File: src/rtl/crc_accum.sv
module crc_accum #(
  parameter int          DATA_W   = 64,
  parameter int          CRC_W    = 32,
  parameter int          CNT_W    = 4,
  parameter logic [31:0] POLY_STD = 32'hEDB88320,
  parameter logic [31:0] POLY_CAS = 32'h82F63B78
) (
  input  logic              clk,
  input  logic              rst_n,
  input  logic              start,
  input  logic [CRC_W-1:0]  acc_in,
  input  logic [DATA_W-1:0] data_in,
  input  logic [CNT_W-1:0]  byte_count,
  input  logic              crc32c_sel,
  output logic              busy,
  output logic              done,
  output logic [CRC_W-1:0]  result
);
  localparam int LANES = DATA_W / 8;

  logic [CRC_W-1:0]  crc_q, res_q, poly_q;
  logic [DATA_W-1:0] dat_q;
  logic [CNT_W-1:0]  left_q, eff_cnt;
  logic              busy_q, done_q;
  logic [CRC_W-1:0]  crc_nxt;

  function automatic logic [CRC_W-1:0] fold_byte(input logic [CRC_W-1:0] c_in,
                                                 input logic [7:0] b,
                                                 input logic [CRC_W-1:0] p);
    logic [CRC_W-1:0] c;
    c = c_in ^ {{(CRC_W-8){1'b0}}, b};
    for (int i = 0; i < 8; i++)
      c = c[0] ? ((c >> 1) ^ p) : (c >> 1);
    return c;
  endfunction

  always_comb begin
    eff_cnt = CNT_W'(LANES);
    for (int k = 1; k < LANES; k = k * 2)
      if (byte_count == CNT_W'(k)) eff_cnt = CNT_W'(k);
  end

  assign crc_nxt = fold_byte(crc_q, dat_q[7:0], poly_q);

  always_ff @(posedge clk or negedge rst_n) begin
    if (!rst_n) begin
      crc_q  <= '0;
      res_q  <= '0;
      poly_q <= '0;
      dat_q  <= '0;
      left_q <= '0;
      busy_q <= 1'b0;
      done_q <= 1'b0;
    end else begin
      done_q <= 1'b0;
      if (busy_q) begin
        crc_q  <= crc_nxt;
        dat_q  <= dat_q >> 8;
        left_q <= left_q - 1'b1;
        if (left_q == CNT_W'(1)) begin
          busy_q <= 1'b0;
          done_q <= 1'b1;
          res_q  <= crc_nxt;
        end
      end else if (start) begin
        crc_q  <= acc_in;
        dat_q  <= data_in;
        left_q <= eff_cnt;
        poly_q <= crc32c_sel ? CRC_W'(POLY_CAS) : CRC_W'(POLY_STD);
        busy_q <= 1'b1;
      end
    end
  end

  assign busy   = busy_q;
  assign done   = done_q;
  assign result = res_q;
endmodule

File: config.mk
export PLATFORM = sky130hd
export DESIGN_NAME = crc_accum
export DESIGN_NICKNAME = d
export VERILOG_FILES = /design/src/rtl/crc_accum.sv
export SDC_FILE = /design/constraint.sdc
export NUM_CORES = 1
export LEC_CHECK = 0
export BUFFER_PORTS_ARGS = -buffer_cell sky130_fd_sc_hd__buf_2
export CORE_UTILIZATION = 58
export CTS_CLUSTER_DIAMETER = 40
export DETAILED_ROUTE_END_ITERATION = 16
export GPL_TIMING_DRIVEN = 0
export PLACE_DENSITY = 0.87
export SYNTH_ARGS = -nofsm -noshare
export SYNTH_HDL_FRONTEND = slang
export SYNTH_SLANG_ARGS = --single-unit
File: constraint.sdc
create_clock -name clk -period 2.75 [get_ports clk]
set_input_delay 0.55 -clock clk [delete_from_list [all_inputs] [get_ports clk]]
set_output_delay 0.55 -clock clk [all_outputs]
set_load 0.05 [all_outputs]
==> results.txt, run 1 <==
- The flow ran to the end, but the final reports show violations.
- Violated checks: negative setup slack
- Avg Cell Area, Syn: 9.71 sq um
- Critical Path Fanout Max: 10
- Critical Path RT: 3110 ps
- Number of buffers inserted by hold repair at cts: 0
- Synth-to-Final Area Change: 24.7%
- The setup path with the least slack is of type reg2reg.
- Leading register cell type out of synthesis: sky130_fd_sc_hd__dfrtp_1
- The first global-routing pass estimated 44.7 mm of wire.
- Num rows: 44
- Clock-pin slew was measured on the worst setup and hold paths at around 70 ps.
- Number of register bits inferred by synthesis: 137
* Net total in the final layout: 1185
* Final period util: 1.02
* Slowest cell delay on critical path: 530 ps
- At the pin with the least slew margin, the transition time is 853 ps.
- In this design, the largest share of critical-path delay is due to XOR/XNOR gates.
- STA classifies the critical path endpoint as a register.
* Clock tree from TritonCTS: built
- Summed over all nets, the half-perimeter wirelength after detailed placement is 20.5 mm.
* Maximum number of pins on one net before global-route repair: 97
- DRC errors left: 0
* Clock Tree Root: sky130_fd_sc_hd__clkbuf_16
- Yosys printed 0 warnings.
* Kind of start point of the critical path: register
* Chip Height: 125 um
- Count of port buffers added during placement: 136
* Skew-Pair Late Insertion Delay: ~440 ps
* Final clock skew: 8.56 ps
* Share of layout cells above drive strength 1: 0.258
* Slowest cell on the critical path: sky130_fd_sc_hd__dfrtp_1
- Data arrives at the worst endpoint at between 3000 and 4000 ps.
- The number of global-route vias before repair is 7964.
* DIE AREA: ~16000 sq um
- The clock drives approximately 140 sinks.
- Utilization of the core after routing: 0.746
- Overflow after GRT: 0
* Die width: 125 um
- Drt first-iter violations: 834
* Placeable Area: 14600 sq um
* Ordered list of cells on the worst path: inv_1 > clkbuf_2 > nor2_2 > xnor3_1 > nor2_1 > xor3_1 > a21oi_1
- Starting density of the core: 0.599
* Distinct cell type count of the synthesized netlist: between 60 and 70
- Share of Yosys cell area claimed by the top area cell type: 0.393
* Antenna cells: 0
- Count of flip-flops with a built-in enable after synthesis: 0
* First drt pass iteration count: 6
* CTS HTree Levels: 4
* Achievable frequency: 357 MHz
* Via count: about 8100
* Count of nets left with antenna violations after detail routing: 0
- 138 I/O pins were placed.
- For the finished layout, the period the worst path requires is 2800 ps.
- Unrepaired setup endpoints after global routing: true
* Global placement routability congestion: 0.997
- Proportion of synthesized chip area in sequential cells: 0.393
- Relative max-transition margin: 0.431
* Pins Over Slew Limit: 0
* # setup viols final: 4
- Type of the worst min-delay path: in2async
- Number of violations of the max-capacitance limit: 0
* Number of buffers inserted during clock tree synthesis: 17
* Initial antenna violation count: 1
- Cell types occupying the most area after synthesis: sky130_fd_sc_hd__dfrtp_1, sky130_fd_sc_hd__mux2i_1, sky130_fd_sc_hd__xnor3_1
* Final routed wirelength across all metal layers: 29.1 mm
* PnR worst setup slack: -53.2 ps
- Asr flop ratio synth: 1.00
- Across all hold checks on the routed design, the worst slack comes to 10.2 ps.
- Vias per cell: 6.32
- Summed over all instances, the cell type with the most area after synthesis is sky130_fd_sc_hd__dfrtp_1.
- The synthesized netlist occupies a cell area of 8730 sq um.
* Number of nets produced by synthesis: about 1000
* Bufs and invs on worst path: 2
- Across every metal layer, demand over resource in global routing totals 0.380.
- Clock Path Buffers: 2
- After technology mapping, the gate count stands at ~900.
* Average wire per standard cell: roughly 23 um
- Final hold viol count: 0
## worst register-to-register path: cells and delay by family, from the launching register on
kind,cells,cell delay (ps)
AO/OA/AOI/OAI,1,170
XOR/XNOR,2,900
buffers and inverters,2,430
flip-flops,1,530
AND/OR/NAND/NOR,2,710
## layer usage
layer,GRT usage,vias up,wire length [um]
li1,-,3530,-
met1,0.467,3921,11000
met2,0.609,489,13800
met3,0.0876,120,2650
met4,0.235,0,1760
met5,0,-,0
## worst paths after layout
| path | slack [ps] | startpoint | cells past startpoint | end |
|---|---|---|---|---|
| setup / recovery | -50 | poly_q[23] | 7 | crc_q[3] |
| hold / removal | 10 | rst_n | 1 | crc_q[27] |
| setup reg to reg | -50 | poly_q[23] | 7 | crc_q[3] |
| hold reg to reg | 470 | result[24] | 2 | result[24] |
| max in group asynchronous | 1900 | rst_n | 2 | dat_q[0] |
| min in group clk | 360 | data_in[59] | 3 | dat_q[59] |
## sequential cells by signal, indices dropped and copies added (netlist names)
signal	flops
dat_q	64
crc_q	32
result	32
left_q	4
poly_q	3
busy	1
done	1
## kinds of logic after synthesis
family / after synthesis / share of synthesized area
muxes: 80 / 0.0925
AOI/OAI and AO/OA: 228 / 0.162
buffers and inverters: 66 / 0.0287
xor gates and xnor gates: 123 / 0.185
and+or+nand+nor: 263 / 0.137
adders and majority gates: 2 / 0.00286
DFF: 137 / 0.393
## cells in the mapped netlist (2+ instances only)
master	n
sky130_fd_sc_hd__or2_2	2
sky130_fd_sc_hd__clkbuf_1	46
sky130_fd_sc_hd__nand3_1	18
sky130_fd_sc_hd__nor2_2	4
sky130_fd_sc_hd__a221oi_1	3
sky130_fd_sc_hd__xor3_1	2
sky130_fd_sc_hd__and3_1	6
sky130_fd_sc_hd__nor3b_1	2
sky130_fd_sc_hd__a2111o_1	3
sky130_fd_sc_hd__o21ai_2	2
sky130_fd_sc_hd__nor2b_1	26
sky130_fd_sc_hd__or3_1	4
sky130_fd_sc_hd__a211oi_1	35
sky130_fd_sc_hd__nand4_1	2
sky130_fd_sc_hd__o31ai_1	6
sky130_fd_sc_hd__a21boi_0	4
sky130_fd_sc_hd__nor4b_1	3
sky130_fd_sc_hd__nand2_1	138
sky130_fd_sc_hd__nor2_1	38
sky130_fd_sc_hd__mux2i_1	74
sky130_fd_sc_hd__xnor2_4	2
sky130_fd_sc_hd__o21ai_1	5
sky130_fd_sc_hd__o211ai_1	6
sky130_fd_sc_hd__a31oi_1	7
sky130_fd_sc_hd__a21oi_1	36
sky130_fd_sc_hd__xnor3_1	26
sky130_fd_sc_hd__and2_1	2
sky130_fd_sc_hd__o21ai_0	98
sky130_fd_sc_hd__nor3_2	2
sky130_fd_sc_hd__buf_2	2
sky130_fd_sc_hd__nor3_1	12
sky130_fd_sc_hd__ha_1	2
sky130_fd_sc_hd__xnor2_2	8
sky130_fd_sc_hd__xnor2_1	58
sky130_fd_sc_hd__inv_1	7
sky130_fd_sc_hd__xnor3_2	2
sky130_fd_sc_hd__o2111ai_1	2
sky130_fd_sc_hd__buf_1	11
sky130_fd_sc_hd__o211a_1	3
sky130_fd_sc_hd__dfrtp_1	137
sky130_fd_sc_hd__a21o_1	3
sky130_fd_sc_hd__xor2_1	24
sky130_fd_sc_hd__mux2_2	6
## metrics by stage
stage | cell area (sq um) | setup TNS (ps) | setup slack, ps | std cells
4_1_cts | 10600 | 0 | 0.216 | 1265
6_report | 10900 | -131 | -53.2 | 1276
3_3_place_gp | 9640 | -127290 | -793 | 1219
5_1_grt | 10900 | -460 | -75.1 | 1276
3_5_place_dp | 9680 | -20020 | -651 | 1220
2_1_floorplan | 8730 | 0 | 230 | 899
## cell usage in the layout (no fill, tap or decap), types with 4 or more instances in the layout
cell type and instances:
sky130_fd_sc_hd__a211oi_1 30, sky130_fd_sc_hd__a211oi_2 5, sky130_fd_sc_hd__a21oi_1 35, sky130_fd_sc_hd__a31oi_1 7, sky130_fd_sc_hd__and3_1 6, sky130_fd_sc_hd__buf_1 8
sky130_fd_sc_hd__buf_2 138, sky130_fd_sc_hd__buf_4 24, sky130_fd_sc_hd__clkbuf_1 38, sky130_fd_sc_hd__clkbuf_16 17, sky130_fd_sc_hd__clkbuf_2 7, sky130_fd_sc_hd__clkinv_4 4
sky130_fd_sc_hd__dfrtp_1 130, sky130_fd_sc_hd__dfrtp_2 7, sky130_fd_sc_hd__inv_1 7, sky130_fd_sc_hd__inv_6 5, sky130_fd_sc_hd__mux2_2 6, sky130_fd_sc_hd__mux2i_1 74
sky130_fd_sc_hd__nand2_1 136, sky130_fd_sc_hd__nand3_1 16, sky130_fd_sc_hd__nor2_1 36, sky130_fd_sc_hd__nor2_2 6, sky130_fd_sc_hd__nor2b_1 26, sky130_fd_sc_hd__nor3_1 11
sky130_fd_sc_hd__o211ai_1 6, sky130_fd_sc_hd__o21ai_0 97, sky130_fd_sc_hd__o21ai_1 5, sky130_fd_sc_hd__o31ai_1 6, sky130_fd_sc_hd__or3_1 4, sky130_fd_sc_hd__xnor2_1 48
sky130_fd_sc_hd__xnor2_2 6, sky130_fd_sc_hd__xnor2_4 14, sky130_fd_sc_hd__xnor3_1 25, sky130_fd_sc_hd__xor2_1 19
## layout make-up
type                            instances  area, sq um
Inverter                                7         26.3
Sequential cell                       137         3440
Buffer                                 58          245
Timing Repair Buffer                  162          915
Clock buffer                           18          439
Multi-Input combinational cell        696         5440
Tap cell                              184          230
Fill cell                            1018         3700
Clock inverter                         14          155
## timing repair
action                                  CTS  global route
setup buffers                            14            11
pin swaps                                10             8
endpoints found under the setup margin   56            42
resized for setup                        41            40
Power of run 1 is not shown: default switching activity piles up to over one toggle a cycle in this logic, so the estimate is an artifact.
==> run 2, diff against run 1 <==
--- a/config.mk
+++ b/config.mk
@@ -11,6 +11,7 @@
 export DETAILED_ROUTE_END_ITERATION = 16
 export GPL_TIMING_DRIVEN = 0
 export PLACE_DENSITY = 0.87
+export SKIP_LAST_GASP = 1
 export SYNTH_ARGS = -nofsm -noshare
 export SYNTH_HDL_FRONTEND = slang
 export SYNTH_SLANG_ARGS = --single-unit
==> run 2 against run 1 <==
Effect of this change: the flow still finishes with violations (negative setup slack); via count rose by 0.41%; final cell count rose by 0.47%; sequential share of layout area shrank 0.20 points; fmax shrank 0.18%; setup slack lost 5.2 ps; highest routed layer unchanged; largest cell class unchanged.
==> results.txt, run 2 (synthesized netlist as in run 1, its figures left out) <==
- The run finished, with violations left.
* Violated checks: negative setup slack
- Skew-Pair Late Insertion Delay: 440 ps
- The detailed router placed just over 8000 vias in this run.
* Dpl cells: ~1200
- The die covers approximately 16000 sq um.
- dat_q holds more flip-flops than any other register.
- Max-cap violations in this run came to 0.
- PnR worst setup slack: -58.3 ps
- Placed cell area: a little under 10000 sq um
- Number of buffers inserted by hold repair at cts: 0
- Clock net sink count: 137
- Pins Over Slew Limit: 0
- Time the final worst path needs with I/O delays and setup: between 2000 and 3000 ps
* Post-route insts no fill: 1282
* Met3 routed wirelength: 2.60 mm
* Global placement routability congestion: about 1
* Chip Height: ~120 um
- Share of layout cells above drive strength 1: 0.260
- Final routed wirelength across all metal layers: 29.2 mm
- Achievable frequency: roughly 360 MHz
- Starting density of the core: 0.599
- After detailed routing, the average wire length per cell comes to 22.8 um.
- Wire segments on met2 add up to between 10 and 15 mm in the final route.
- Type of the worst min-delay path: in2async
- Clock transition at the registers of the reported paths: ~70 ps
- The number of antenna violations at the first check in global routing came to 1.
- Overflow after GRT: 0
* Placeable Area: 14600 sq um
- Count of port buffers added during placement: 136
- Relative max-transition margin: 0.412
- The clock passes through at most 2 buffers.
* GRT Total Usage: 0.380
- First drt pass iteration count: 5
* CTS HTree Levels: 4
- Final clock skew: around 8.2 ps
* Design Area, Final: 11000 sq um
- The floorplan step set the die width to 125 um.
- Critical Path Fanout Max: 10
- Highest metal layer used by the detailed router: met4
- Detailed-routing wirelength on met1: 10.9 mm
- Row generation in the floorplan step produced 44 rows.
- Commonest non-fill, non-tap cell in the layout: sky130_fd_sc_hd__buf_2
- Buffers inserted during clock tree synthesis total 17.
* Clock tree from TritonCTS: built
- Setup repair after global routing could not meet its margin everywhere.
- The first global-routing pass estimated roughly 45 mm of wire.
- Kind of start point of the critical path: register
* Count of nets left with antenna violations after detail routing: 0
* Final period util: 1.02
- The register with the most flip-flops in the layout has 64 of them.
- For the pin with the worst max-slew slack, the measured transition is 882 ps.
- Final hold viol count: 0
- The worst setup path is captured at a register.
- Entering global routing, the biggest net connects 97 pins.
- Using the TritonRoute via totals, the vias-per-cell ratio works out to 6.31.
- Number of global-route vias before repair: between 7000 and 8000
- Critical path class: reg2reg
* Signal arrival time at the worst endpoint: around 3100 ps
- Detailed placement ended at an HPWL of 20.5 mm.
* Synth-to-Final Area Change: 25.4%
- Net total in the final layout: around 1200
* Clock Tree Root: sky130_fd_sc_hd__clkbuf_16
- In the routed design, unresolved DRC markers number 0.
- Critical Path RT: 3050 ps
- Setup violations remaining at the end of the flow were counted as 1.
* Final sum of negative setup slack: -58.3 ps
- Drt first-iter violations: 805
- Number of top-level design ports: 138
- In the layout the commonest cells are sky130_fd_sc_hd__buf_2, sky130_fd_sc_hd__nand2_1, sky130_fd_sc_hd__dfrtp_1, sky130_fd_sc_hd__o21ai_0, sky130_fd_sc_hd__mux2i_1.
-- run 2: changes by cell type in the layout (fill, tap and decap cells not counted), sizes merged --
cell / previous run / this run
buf: 174 / 180
clkbuf: 64 / 63
diode: 0 / 1
-- run 2: metal layers --
metal  GRT usage  up-vias
met2       0.609      500
met5           0        -
met3      0.0876      131
met1       0.467     3926
met4       0.234        0
li1            -     3536
-- run 2: final cells by class --
type / instances / area, sq um
Antenna cell: 1 / 2.50
Buffer: 58 / 246
Clock buffer: 18 / 439
Clock inverter: 14 / 155
Fill cell: 1026 / 3640
Inverter: 7 / 26.3
Multi-Input combinational cell: 696 / 5440
Sequential cell: 137 / 3430
Tap cell: 184 / 230
Timing Repair Buffer: 167 / 977
-- run 2: final timing paths --
check,from,endpoint,slack [ps],cells after the start
worst max-delay path,poly_q[30],result[25],-60,7
worst min-delay path,rst_n,crc_q[27],20,1
worst max register to register,poly_q[30],result[25],-60,7
worst min register to register,result[24],result[24],470,2
max in group asynchronous,rst_n,dat_q[0],1870,2
min in group clk,data_in[59],dat_q[59],360,3
-- run 2: worst max-delay path, cell delays in order (launching register included) --
cell	delay, ps
sky130_fd_sc_hd__dfrtp_1	540
sky130_fd_sc_hd__clkbuf_1	430
sky130_fd_sc_hd__clkbuf_1	550
sky130_fd_sc_hd__buf_2	400
sky130_fd_sc_hd__nand2_1	90
sky130_fd_sc_hd__mux2i_1	300
sky130_fd_sc_hd__mux2i_1	240
sky130_fd_sc_hd__o211ai_1	120
-- run 2: through the flow --
step	hold WS, ps	setup WS [ps]	util
floorplan	254	230	-
global placement	456	-793	0.661
detailed placement	465	-651	0.663
CTS	31.2	-43.6	0.727
global route	48.9	-70.6	0.750
finish	18.4	-58.3	0.751
-- run 2: repair_timing --
action	CTS	global route
gates resized for setup	38	41
pin swaps	10	9
endpoints found under the setup margin	56	43
buffers inserted	14	16
Power of run 2 is left out for the same reason.
==> run 3, diff against run 2 <==
--- a/config.mk
+++ b/config.mk
@@ -11,6 +11,7 @@
 export DETAILED_ROUTE_END_ITERATION = 16
 export GPL_TIMING_DRIVEN = 0
 export PLACE_DENSITY = 0.87
+export REMOVE_ABC_BUFFERS = 1
 export SKIP_LAST_GASP = 1
 export SYNTH_ARGS = -nofsm -noshare
 export SYNTH_HDL_FRONTEND = slang
==> run 3 against run 2 <==
Effect of this change: the flow still finishes with violations (negative setup slack); final cell count decreased by 2.7%; fmax is 2.6% lower; setup slack worse by 74 ps; clock-buffer cell count rose by 3; largest cell class unchanged.
==> results.txt, run 3 (synthesized netlist as in run 1, its figures left out) <==
- Clock transition at the registers of the reported paths: roughly 60 ps
- More flip-flops sit in one register than any other, and that register is dat_q.
- The number of antenna violations at the first check in global routing is 0.
- The die is 125 um tall.
* Placeable Area: around 15000 sq um
- The library cell used most frequently in the layout, excluding fill and tap cells, is sky130_fd_sc_hd__nand2_1.
- Drt first-iter violations: approximately 860
* DIE AREA: ~16000 sq um
* Vias per cell: 6.28
- For the finished layout, the period the worst path requires is 2880 ps.
- Run status: complete, but fails checks
- Of the available clock period, the critical path in the final layout requires 1.05.
- Pins Over Slew Limit: 0
- In the layout the commonest cells are sky130_fd_sc_hd__nand2_1, sky130_fd_sc_hd__buf_2, sky130_fd_sc_hd__dfrtp_1, sky130_fd_sc_hd__o21ai_0, sky130_fd_sc_hd__mux2i_1.
* Global placement routability congestion: around 0.94
- Critical Path RT: 3040 ps
- Dividing the detail-routed wire length by the instance count gives 20.8 um.
- The routed layout has 7825 vias.
* Die width: between 100 and 150 um
- Count of port buffers added during placement: 137
- Unrepaired setup endpoints after global routing: true
- Synth-to-Final Area Change: 25.7%
* Relative max-transition margin: 0.545
- Setup violations remaining at the end of the flow were counted as 15.
- Final routed wirelength across all metal layers: 25.9 mm
- Skew-Pair Late Insertion Delay: ~440 ps
- In the routed design, unresolved DRC markers number 0.
- Achievable frequency: about 350 MHz
- Number of global-route vias before repair: 7524
- PnR worst setup slack: -132 ps
- The count of nets left with antenna violations once routing finished came out at 0.
- Across the run, the number of max-cap violations was 0.
- The final number of hold-violating endpoints is 0.
- In this run the clock root is driven by a sky130_fd_sc_hd__clkbuf_16.
- Before antenna repair, the detailed router went through 7 iterations.
- Maximum number of pins on one net before global-route repair: 99
- Critical path class: reg2reg
* Area of combinational cells with multiple inputs: around 5400 sq um
* Number of flip-flops under the largest register name: 64
* Filler cells: 942
- Along the worst path, the maximum fanout reaches 7.
* Share of layout cells above drive strength 1: 0.282
- Number of buffers inserted during clock tree synthesis: 17
- HPWL after detailed placement: 14.7 mm
- Num rows: 44
- The sequential cells in the finished layout cover a total of between 3000 and 4000 sq um.
- In this run the number of H-tree levels came out at 4.
- Final clock skew: 19.1 ps
- The repair_antennas step left the layout with diodes totalling 0.
* Clock tree from TritonCTS: built
- The worst setup path is captured at a register.
- The checks that failed: negative setup slack.
* Logic depth of the worst register-to-register path: 7
- STA classifies the critical path startpoint as a register.
- Clock Path Buffers: 2
- Post-placement setup slack: -1570 ps
- Overflow after GRT: 0
- Net total in the final layout: about 1200
* Clock net sink count: 137
- Worst-Margin Slew: between 600 and 700 ps
- Signal arrival time at the worst endpoint: 3170 ps
- The first global-routing pass estimated 37.8 mm of wire.
- Starting density of the core: 0.599
- GRT Total Usage: 0.307
- The path class of the tightest hold or removal check is in2async.
* Number of top-level design ports: 138
==> run 3: cell count changes in the layout (fill, tap and decap cells not counted), moves of 3 or more <==
cell,change
sky130_fd_sc_hd__buf_16,+3
sky130_fd_sc_hd__dfrtp_1,-4
sky130_fd_sc_hd__buf_1,-9
sky130_fd_sc_hd__clkbuf_2,-7
sky130_fd_sc_hd__buf_4,+16
sky130_fd_sc_hd__dfrtp_4,+3
sky130_fd_sc_hd__buf_2,-3
sky130_fd_sc_hd__clkbuf_1,-36
==> run 3: final cells by class <==
class	instances	share of cell area
multi-input combinational	697	0.496
sequential	137	0.314
inverter	7	0.00308
timing repair buffer	189	0.111
clock buffer	21	0.0419
timing repair inverter	1	0.000456
clock inverter	11	0.0124
tap	184	0.0210
==> run 3: routing by layer <==
metal / global-route usage / vias up / wire length, um
li1: - / 3488 / -
met1: 0.383 / 3759 / 9860
met2: 0.487 / 473 / 12300
met3: 0.104 / 105 / 2710
met4: 0.127 / 0 / 1080
met5: 0 / - / 0
==> run 3: final timing paths <==
check | start | end | slack (ps)
worst max-delay path | dat_q[0] | result[19] | -130
worst min-delay path | rst_n | result[1] | 30
worst max register to register | dat_q[0] | result[19] | -130
worst min register to register | result[31] | result[31] | 470
max in group asynchronous | rst_n | busy | 1860
min in group clk | data_in[63] | dat_q[63] | 360
==> run 3: timing repair <==
action / in CTS / in global routing
hold buffers: 0 / 0
setup buffers: 23 / 25
pin swaps: 7 / 15
gates resized for setup: 27 / 41
cloned: 2 / 0
endpoints found under the setup margin: 64 / 44
==> run 3: critical path, stage by stage (launching register included) <==
cell and delay (ps):
sky130_fd_sc_hd__dfrtp_2 520, sky130_fd_sc_hd__xnor2_2 260, sky130_fd_sc_hd__or3_4 440, sky130_fd_sc_hd__a211oi_4 370, sky130_fd_sc_hd__or3_1 180, sky130_fd_sc_hd__a21oi_1 130
sky130_fd_sc_hd__o311ai_0 640, sky130_fd_sc_hd__a31oi_1 180
==> run 3: stage by stage <==
stage               utilization  cell area, sq um  hold WS [ps]  setup TNS, ps  cells
finish                    0.753             11000          29.0           -592   1247
CTS                       0.722             10500          41.4           -174   1222
global route              0.753             11000          54.3          -1840   1247
detailed placement        0.655              9560           462         -69350   1165
global placement          0.646              9430           454        -460690   1161
floorplan                     -              8510           254        -201080    840
Power of run 3 is left out for the same reason.
